===== config.mk =====
export PLATFORM = sky130hd
export DESIGN_NAME = mux_bus_ctrl
export DESIGN_NICKNAME = d
export VERILOG_FILES = /design/src/rtl/mux_bus_pkg.sv /design/src/rtl/mbc_req_latch.sv /design/src/rtl/mbc_phase_timer.sv /design/src/rtl/mbc_strobe_decode.sv /design/src/rtl/mux_bus_ctrl.sv
export SDC_FILE = /design/constraint.sdc
export NUM_CORES = 1
export LEC_CHECK = 0
export BUFFER_PORTS_ARGS = -buffer_cell sky130_fd_sc_hd__buf_2
export CORE_MARGIN = 3
export CORE_UTILIZATION = 45
export CTS_BUF_LIST = sky130_fd_sc_hd__clkbuf_16
export DETAILED_ROUTE_END_ITERATION = 8
export PLACE_DENSITY = 0.72
export SETUP_SLACK_MARGIN = 0.4
export SLEW_MARGIN = 10
export SYNTH_ARGS = -nofsm -noshare
export SYNTH_HDL_FRONTEND = slang
export SYNTH_SLANG_ARGS = --single-unit
export TNS_END_PERCENT = 20

===== constraint.sdc =====
create_clock -name clk -period 4.1 [get_ports clk]
set_clock_uncertainty 0.2 [all_clocks]
set_input_delay 0.41 -clock clk [delete_from_list [all_inputs] [get_ports clk]]
set_output_delay 0.41 -clock clk [all_outputs]
set_load 0.005 [all_outputs]

===== src/rtl/mux_bus_pkg.sv =====
package mux_bus_pkg;

  // Largest phase count per cycle part.
  localparam int PH_MAX = 4;
  localparam int PH_W   = 3;
  // Longest write: 2*PH_MAX + 2*PH_MAX + 1 ticks, plus margin.
  localparam int TICK_W = $clog2(4 * PH_MAX + 2);

  typedef logic [PH_W-1:0]   phase_t;
  typedef logic [TICK_W-1:0] tick_t;

  // Bring a configured phase count into 1..PH_MAX.
  function automatic phase_t ph_clamp(phase_t p);
    if (p == '0)
      return phase_t'(1);
    if (p > phase_t'(PH_MAX))
      return phase_t'(PH_MAX);
    return p;
  endfunction

  function automatic tick_t ph_ticks(phase_t p);
    return tick_t'({p, 1'b0});
  endfunction

  // First tick of the data part.
  function automatic tick_t data_start(phase_t a);
    return ph_ticks(a);
  endfunction

  // Last tick with a strobe active.
  function automatic tick_t strobe_last(phase_t a, phase_t b);
    return tick_t'(ph_ticks(a) + ph_ticks(b) - tick_t'(2));
  endfunction

  // First tick after the chip-select window.
  function automatic tick_t cs_end(phase_t a, phase_t b);
    return tick_t'(ph_ticks(a) + ph_ticks(b));
  endfunction

  // Final tick of the cycle; writes carry one extra address tick.
  function automatic tick_t cycle_last(phase_t a, phase_t b, logic wr);
    return wr ? cs_end(a, b) : tick_t'(cs_end(a, b) - tick_t'(1));
  endfunction

endpackage


===== src/rtl/mbc_req_latch.sv =====
module mbc_req_latch
  import mux_bus_pkg::*;
#(
  parameter int AW   = 24,
  parameter int DW   = 16,
  parameter int NCS  = 4,
  localparam int LANES = DW / 8,
  localparam int CSW   = (NCS > 1) ? $clog2(NCS) : 1
) (
  input  logic             clk,
  input  logic             rst_n,
  input  logic             take,
  input  phase_t           cfg_a,
  input  phase_t           cfg_b,
  input  logic             in_write,
  input  logic [AW-1:0]    in_addr,
  input  logic [DW-1:0]    in_wdata,
  input  logic [LANES-1:0] in_be,
  input  logic [CSW-1:0]   in_cs,
  output phase_t           lat_a,
  output phase_t           lat_b,
  output logic             lat_write,
  output logic [AW-1:0]    lat_addr,
  output logic [DW-1:0]    lat_wdata,
  output logic [LANES-1:0] lat_be,
  output logic [CSW-1:0]   lat_cs
);

  always_ff @(posedge clk or negedge rst_n) begin
    if (!rst_n) begin
      lat_a     <= phase_t'(1);
      lat_b     <= phase_t'(1);
      lat_write <= 1'b0;
      lat_addr  <= '0;
      lat_wdata <= '0;
      lat_be    <= '0;
      lat_cs    <= '0;
    end else if (take) begin
      lat_a     <= ph_clamp(cfg_a);
      lat_b     <= ph_clamp(cfg_b);
      lat_write <= in_write;
      lat_addr  <= in_addr;
      lat_wdata <= in_wdata;
      lat_be    <= in_be;
      lat_cs    <= in_cs;
    end
  end

endmodule


===== src/rtl/mbc_phase_timer.sv =====
module mbc_phase_timer
  import mux_bus_pkg::*;
(
  input  logic   clk,
  input  logic   rst_n,
  input  logic   start,
  input  phase_t ph_a,
  input  phase_t ph_b,
  input  logic   is_wr,
  output logic   busy,
  output tick_t  tick,
  output logic   ale_win,
  output logic   addr_win,
  output logic   strobe_win,
  output logic   cs_win,
  output logic   data_win,
  output logic   tail_win,
  output logic   evt_sample,
  output logic   evt_last,
  output logic   done
);

  tick_t t_data, t_strobe, t_cs, t_last;

  always_comb begin
    t_data   = data_start(ph_a);
    t_strobe = strobe_last(ph_a, ph_b);
    t_cs     = cs_end(ph_a, ph_b);
    t_last   = cycle_last(ph_a, ph_b, is_wr);
  end

  always_comb begin
    ale_win    = busy && (tick < tick_t'(ph_a));
    addr_win   = busy && (tick < t_data);
    strobe_win = busy && (tick >= t_data) && (tick <= t_strobe);
    data_win   = busy && (tick >= t_data) && (tick < t_cs);
    cs_win     = busy && (tick < t_cs);
    tail_win   = busy && is_wr && (tick == t_cs);
    evt_sample = busy && (tick == t_strobe);
    evt_last   = busy && (tick == t_last);
  end

  always_ff @(posedge clk or negedge rst_n) begin
    if (!rst_n) begin
      busy <= 1'b0;
      tick <= '0;
      done <= 1'b0;
    end else begin
      done <= 1'b0;
      if (start) begin
        busy <= 1'b1;
        tick <= '0;
      end else if (busy) begin
        if (evt_last) begin
          busy <= 1'b0;
          tick <= '0;
          done <= 1'b1;
        end else begin
          tick <= tick + tick_t'(1);
        end
      end
    end
  end

endmodule


===== src/rtl/mbc_strobe_decode.sv =====
module mbc_strobe_decode #(
  parameter int LANES = 2,
  parameter int NCS   = 4,
  localparam int CSW  = (NCS > 1) ? $clog2(NCS) : 1
) (
  input  logic             busy,
  input  logic             is_wr,
  input  logic             strobe_win,
  input  logic             cs_win,
  input  logic [LANES-1:0] be,
  input  logic [CSW-1:0]   cs_sel,
  output logic             rd_n,
  output logic             wr_n,
  output logic [LANES-1:0] wr_lane_n,
  output logic [NCS-1:0]   cs_n,
  output logic             bhe_n
);

  always_comb begin
    rd_n  = !(strobe_win && !is_wr);
    wr_n  = !(strobe_win && is_wr);
    bhe_n = !(busy && cs_win && be[LANES-1]);
  end

  for (genvar g = 0; g < LANES; g++) begin : g_lane
    assign wr_lane_n[g] = !(strobe_win && is_wr && be[g]);
  end

  for (genvar c = 0; c < NCS; c++) begin : g_cs
    assign cs_n[c] = !(cs_win && (cs_sel == CSW'(c)));
  end

endmodule


===== src/rtl/mux_bus_ctrl.sv =====
module mux_bus_ctrl
  import mux_bus_pkg::*;
#(
  parameter int AW  = 24,
  parameter int DW  = 16,
  parameter int NCS = 4,
  localparam int LANES = DW / 8,
  localparam int CSW   = (NCS > 1) ? $clog2(NCS) : 1,
  localparam int HW    = AW - DW
) (
  input  logic             clk,
  input  logic             rst_n,
  input  logic [PH_W-1:0]  cfg_addr_ph,
  input  logic [PH_W-1:0]  cfg_data_ph,
  input  logic             req_valid,
  output logic             req_ready,
  input  logic             req_write,
  input  logic [AW-1:0]    req_addr,
  input  logic [DW-1:0]    req_wdata,
  input  logic [LANES-1:0] req_be,
  input  logic [CSW-1:0]   req_cs,
  output logic             rsp_done,
  output logic [DW-1:0]    rsp_rdata,
  output logic             ale,
  output logic [NCS-1:0]   cs_n,
  output logic             rd_n,
  output logic             wr_n,
  output logic [LANES-1:0] wr_lane_n,
  output logic             bhe_n,
  output logic [HW-1:0]    addr_hi,
  output logic [DW-1:0]    ad_out,
  output logic             ad_oe,
  input  logic [DW-1:0]    ad_in
);

  // Named internal events; the bound checker observes these.
  logic             busy, start;
  phase_t           lat_a, lat_b;
  logic             lat_write;
  logic [AW-1:0]    lat_addr;
  logic [DW-1:0]    lat_wdata;
  logic [LANES-1:0] lat_be;
  logic [CSW-1:0]   lat_cs;
  tick_t            tick;
  logic             ale_win, addr_win, strobe_win, cs_win, data_win, tail_win;
  logic             evt_sample, evt_last, evt_rd_sample;
  logic [DW-1:0]    rdata_q;

  assign req_ready     = !busy;
  assign start         = req_valid && req_ready;
  assign evt_rd_sample = evt_sample && !lat_write;

  mbc_req_latch #(.AW(AW), .DW(DW), .NCS(NCS)) u_latch (
    .clk       (clk),
    .rst_n     (rst_n),
    .take      (start),
    .cfg_a     (cfg_addr_ph),
    .cfg_b     (cfg_data_ph),
    .in_write  (req_write),
    .in_addr   (req_addr),
    .in_wdata  (req_wdata),
    .in_be     (req_be),
    .in_cs     (req_cs),
    .lat_a     (lat_a),
    .lat_b     (lat_b),
    .lat_write (lat_write),
    .lat_addr  (lat_addr),
    .lat_wdata (lat_wdata),
    .lat_be    (lat_be),
    .lat_cs    (lat_cs)
  );

  mbc_phase_timer u_timer (
    .clk        (clk),
    .rst_n      (rst_n),
    .start      (start),
    .ph_a       (lat_a),
    .ph_b       (lat_b),
    .is_wr      (lat_write),
    .busy       (busy),
    .tick       (tick),
    .ale_win    (ale_win),
    .addr_win   (addr_win),
    .strobe_win (strobe_win),
    .cs_win     (cs_win),
    .data_win   (data_win),
    .tail_win   (tail_win),
    .evt_sample (evt_sample),
    .evt_last   (evt_last),
    .done       (rsp_done)
  );

  mbc_strobe_decode #(.LANES(LANES), .NCS(NCS)) u_strobe (
    .busy       (busy),
    .is_wr      (lat_write),
    .strobe_win (strobe_win),
    .cs_win     (cs_win),
    .be         (lat_be),
    .cs_sel     (lat_cs),
    .rd_n       (rd_n),
    .wr_n       (wr_n),
    .wr_lane_n  (wr_lane_n),
    .cs_n       (cs_n),
    .bhe_n      (bhe_n)
  );

  // Shared lines: address first, then write data or release for read data.
  always_comb begin
    ale     = ale_win;
    ad_oe   = addr_win || (lat_write && (data_win || tail_win));
    ad_out  = (lat_write && data_win) ? lat_wdata : lat_addr[DW-1:0];
    addr_hi = lat_addr[AW-1:DW];
  end

  always_ff @(posedge clk or negedge rst_n) begin
    if (!rst_n)
      rdata_q <= '0;
    else if (evt_rd_sample)
      rdata_q <= ad_in;
  end

  assign rsp_rdata = rdata_q;

endmodule


* After elaboration in Yosys (flattened, before gate mapping) *
Cells that the tools add are included.

storage, ports and cells
  output and inout port bits = 53
  input port bits = 70
  logic and storage cells = 98
  register bits = 74

operators by class
  add/sub/neg operators = 4
  reduce and logical (&&, ||, !) cells = 41
  equality and inequality tests = 6
  muxes and demuxes = 29
  order comparisons = 7

operators with widths
  kind                                               number
  logical AND 1 bit                                  24
  two-way mux 3 bit                                  8
  two-way mux 5 bit                                  4
  two-way mux 1 bit                                  16
  two-way mux 16 bit                                 1
  == test 5 bit                                      3
  logical NOT 1 bit                                  11
  > comparator 3 bit (second input constant)         2
  logical NOT 3 bit                                  2
  adder 4 x 4 -> 5 bit                               1
  adder 5 x 1 -> 5 bit (second input constant)       1
  >= comparator 5 x 4 -> 1 bit                       1
  <= comparator 5 bit                                1
  less-than comparator 5 x 3 -> 1 bit                1
  less-than comparator 5 x 4 -> 1 bit                1
  less-than comparator 5 bit                         1
  subtractor 5 x 1 -> 5 bit (second input constant)  1
  subtractor 5 x 2 -> 5 bit (second input constant)  1
  == test 2 bit (second input constant)              2
  == test 2 x 1 -> 1 bit (second input constant)     1
  logical NOT 2 bit                                  1
  logical OR 1 bit                                   2
  nonzero test 2 bit                                 1

* Longest topological paths before layout *
  depth in word-level cells = 8
  depth in mapped cells = 11
  depth with buffers taken out = 10

* By module *
A second synthesis with hierarchy kept.

unflattened totals
  cell total of the unflattened synthesis = 294
  area, all modules = 4,062.6 µm²

by module, submodules not included
  module             cells an instance  times used  sequential area each (µm²)  area each (µm²)
  mbc_req_latch      118                1           1,278.7                     2,153.3
  mbc_phase_timer    110                1           175.2                       980.9
  mux_bus_ctrl       57                 1           400.4                       874.6
  mbc_strobe_decode  9                  1           0.0                         53.8

* Least setup slack after synthesis *
Ideal clock, no wire load.

  path kind = reg-to-output
  from = register u_latch.lat_a[1]
  to = output ad_out[10]
  path slack = 0.768 ns
  arrival = 2.722 ns
  required time = 3.490 ns
  buffers on the path = 2
  stages on the path, launching flop included = 11
  cell sequence = dfrtp_1 ha_1 a21o_1 a21oi_1 ha_1 a211oi_1 o21a_1 and3_1 buf_4 buf_4 mux2_2

on the way
  longest elaborated chain between the ends = 5
  elaborated cells between the ends (all ways) = 7
  those cells by class = add/sub (1); order compare (2); mux (1); reduce/logical (3)

RTL lines
  what                                                                         line                                      text
  start, declared                                                              mbc_req_latch.sv:20                       output phase_t lat_a,
  start signal, assigned                                                       mbc_req_latch.sv:31                       lat_a <= phase_t'(1);
  start signal, assigned                                                       mbc_req_latch.sv:39                       lat_a <= ph_clamp(cfg_a);
  adder 4 x 4 -> 5 bit / >= comparator 5 x 4 -> 1 bit (equally long branches)  mux_bus_pkg.sv:37, mbc_phase_timer.sv:36
  less-than comparator 5 bit / logical AND 1 bit (equally long branches)       mbc_phase_timer.sv:36                     data_win = busy && (tick >= t_data) && (tick < t_cs);
  logical AND 1 bit *                                                          mbc_phase_timer.sv:36
  logical AND 1 bit *                                                          mux_bus_ctrl.sv:111                       ad_out = (lat_write && data_win) ? lat_wdata : lat_addr[DW-1:0];
  two-way mux 16 bit *                                                         mux_bus_ctrl.sv:111
  end, declared                                                                mux_bus_ctrl.sv:31                        output logic [DW-1:0] ad_out,

Every way passes the cells marked *; elsewhere a longest branch is shown, timed or not.

* Final worst setup path *
  from = register u_latch.lat_a[0]
  to = output ad_out[7]

The elaborated chain is that of the path after synthesis.

==> metrics <==
Area Growth Syn to Fin=30.0%; post-DP HPWL=6500 µm; # hold bufs at CTS=0; status=finished clean; Filler cells=666; first-pass GRT wire length=15000 µm; final count of pins violating max slew=0; # port buffers=122; Mapped Cells=392; Die Area=9520 µm²; FP Rows=32; Peak VDD IR=0.453 mV; CTS Sinks=74; CP endpoint kind=primary output; min Tclk post-route=3.66 ns; RSZ-0062 raised after global routing=true; TritonCTS buffer count=9; layout cell share with drive strength beyond 1=0.393; DR iter-0 viols=about 130; crit-path max FO=7; synth unique cells=42; Multi-input gate area=1840 µm²; clk_lat worst skew=about 0.33 ns; Critical Path Source=u_latch.lat_a[0]; total gr overflow=0; register bit total from synthesis=between 70 and 80; IO Count=123; Worst slew margin=0.273; H-Tree Depth=3; Synth Net Count=481; PwrDens=937 nW/µm²; worst path arrival time=3.05 ns; gr usage total=0.194; Most used DFF post-synth=dfrtp_1; post-synthesis sequential area ratio=0.492; post-place instance area=4430 µm²; First-pass DRT Iterations=4; Final Hold Viols=0; Syn Area/Cell=between 9 and 10 µm²; max-cap violations=0; asr flop ratio synth=1.00; Worst-path clk slew=0.06 ns; maximum buffer depth of the clock tree=2; period utilization=0.892; Clock Root Buffer=clkbuf_16; Setup TNS Final=0 ns; antenna cells=0; YS warnings=0; number of synthesized flops with an enable pin=0; DR vias=roughly 3100; CTS tree=built; Slew @ Worst Pin=1.09 ns; Worst Path Required=3.49 ns; gpl congestion=0.864; vias in the first global route=slightly above 3000; largest net degree at the start of global routing=54; final WL=between 9000 and 10000 µm; post-route ant nets=0; Worst Hold Class=primary input to async pin; FMAX=0.273 GHz; Mapped Area=~3800 µm²; Seq. cell area=1850 µm²; initial antenna violation count=0; post-layout instance area=approximately 5000 µm²; Die H=slightly below 100 µm; Worst R2R Start=u_latch.lat_a[0]; Die X=97.5 µm; Final #Nets=about 600; WS Path Type=register to primary output; CP Launch Type=register; vias per cell=5.03; DRC=0; core area=between 7000 and 8000 µm²; Lkg Pwr=0.00257 µW; R2R cell count=9; Starting Density=0.476; Final setup violation count=0; WL per Instance=14.9 µm
layout make-up:
type                            count  share of cell area
Clock buffer                        9              0.0459
Sequential cell                    74               0.378
Multi-Input combinational cell    284               0.375
Clock inverter                      7              0.0153
Tap cell                          102              0.0260
Timing Repair Buffer              136               0.152
Inverter                            9             0.00689
worst max-delay path, stage by stage, from the launching register on:
cell and delay, ns:
dfstp_2 0.58, ha_4 0.15, fa_2 0.47, inv_2 0.10, ha_1 0.25, a21oi_2 0.13
o21a_1 0.14, and3_4 0.27, clkbuf_16 0.17, mux2_2 0.33, buf_2 0.13
cell usage after synthesis (all sizes together) (4+ instances only):
master,count,area [µm²]
nand2,148,556
dfrtp,72,1800
mux2,32,360
ha,18,225
clkbuf,13,48.8
buf,12,85.1
nor2b,11,68.8
nor2,9,33.8
inv,8,30.0
nand3,8,40.0
o21ai,8,40.0
nand2b,5,31.3
nor3,5,41.3
xor2,5,43.8
o31ai,4,30.0
registers in the layout, summed over array words and instances, names as in the netlist:
register,flops
u_timer.busy,1
u_latch.lat_b,3
u_timer.tick,5
rsp_rdata,16
u_latch.lat_be,2
u_latch.lat_a,3
u_latch.lat_addr,24
u_latch.lat_cs,2
u_latch.lat_wdata,16
u_timer.done,1
u_latch.lat_write,1
metal layers:
layer  vias to the layer above  wire length (µm)  part of all wire  global-route usage
li1                       1528                 -                 -                   -
met1                      1495              3820              0.41               0.241
met2                        85              4770              0.51               0.327
met3                        17               494             0.053              0.0459
met4                         0               187             0.020              0.0767
met5                         -                 0                 0                   0
report_power, final:
| part | leakage [µW] | total, µW | switching (µW) | internal [µW] |
|---|---|---|---|---|
| sequential | 0.000916 | 1330 | 256 | 1070 |
| clock | 0.000140 | 797 | 321 | 475 |
| combinational | 0.00151 | 2470 | 1170 | 1300 |
| total | 0.00257 | 4590 | 1750 | 2850 |
repair_timing:
item / CTS / global route
setup endpoints to repair: 21 / 16
buffers inserted: 2 / 5
gates cloned: 0 / 1
pin swaps: 2 / 7
gates resized for setup: 7 / 11
layout by cell type, fill, tap and decap left out, drive strengths merged, types with 2 or more instances in the layout:
cell type | netlist | layout
o31ai | 4 | 4
nand2 | 148 | 148
o21ai | 8 | 8
nor2b | 11 | 11
xor2 | 5 | 5
mux2 | 32 | 32
and3 | 2 | 2
nand3b | 2 | 2
a21oi | 3 | 3
dfstp | 2 | 2
clkinv | 1 | 2
o21a | 3 | 3
nor3 | 5 | 5
nand2b | 5 | 5
dfrtp | 72 | 72
ha | 18 | 18
nor2 | 9 | 9
nand3 | 8 | 8
nand4 | 3 | 3
buf | 12 | 135
clkbuf | 13 | 10
clkinvlp | 0 | 2
inv | 8 | 11
xnor3 | 2 | 2
a21o | 2 | 2
metrics by stage:
stage | hold WS [ns] | utilization | worst slack, ns | std cells | power [µW]
after floorplan | -0.0856 | - | 0.768 | 392 | 2770
after global placement | 0.253 | 0.559 | 0.472 | 597 | 3380
after detailed placement | 0.256 | 0.559 | 0.377 | 597 | 3460
after CTS | 0.0478 | 0.602 | 0.377 | 615 | 4360
after global routing | 0.0612 | 0.618 | 0.342 | 621 | 4960
final | 0.0399 | 0.618 | 0.443 | 621 | 4590
logic make-up (layout without fill, tap and decap cells):
kind of cell,Yosys count,in the layout,synth area share
XOR/XNOR,8,8,0.0259
multiplexers,33,33,0.0982
AO/OA/AOI/OAI,25,25,0.0448
buffers and inverters,34,161,0.0445
adder cells (fa/ha/maj),19,19,0.0650
flip-flops,74,74,0.492
AND/OR/NAND/NOR,199,199,0.230
final timing paths:
kind	to	slack [ns]
worst min register to register	u_latch.lat_addr[1]	0.27
worst max register to register	rsp_rdata[11]	0.86
worst max-delay path	ad_out[7]	0.44
worst min-delay path	rsp_rdata[7]	0.04
min in group clk	u_latch.lat_b[0]	0.06
max in group asynchronous	u_latch.lat_addr[9]	2.68
No activity file was read; power rests on OpenSTA's default activity.
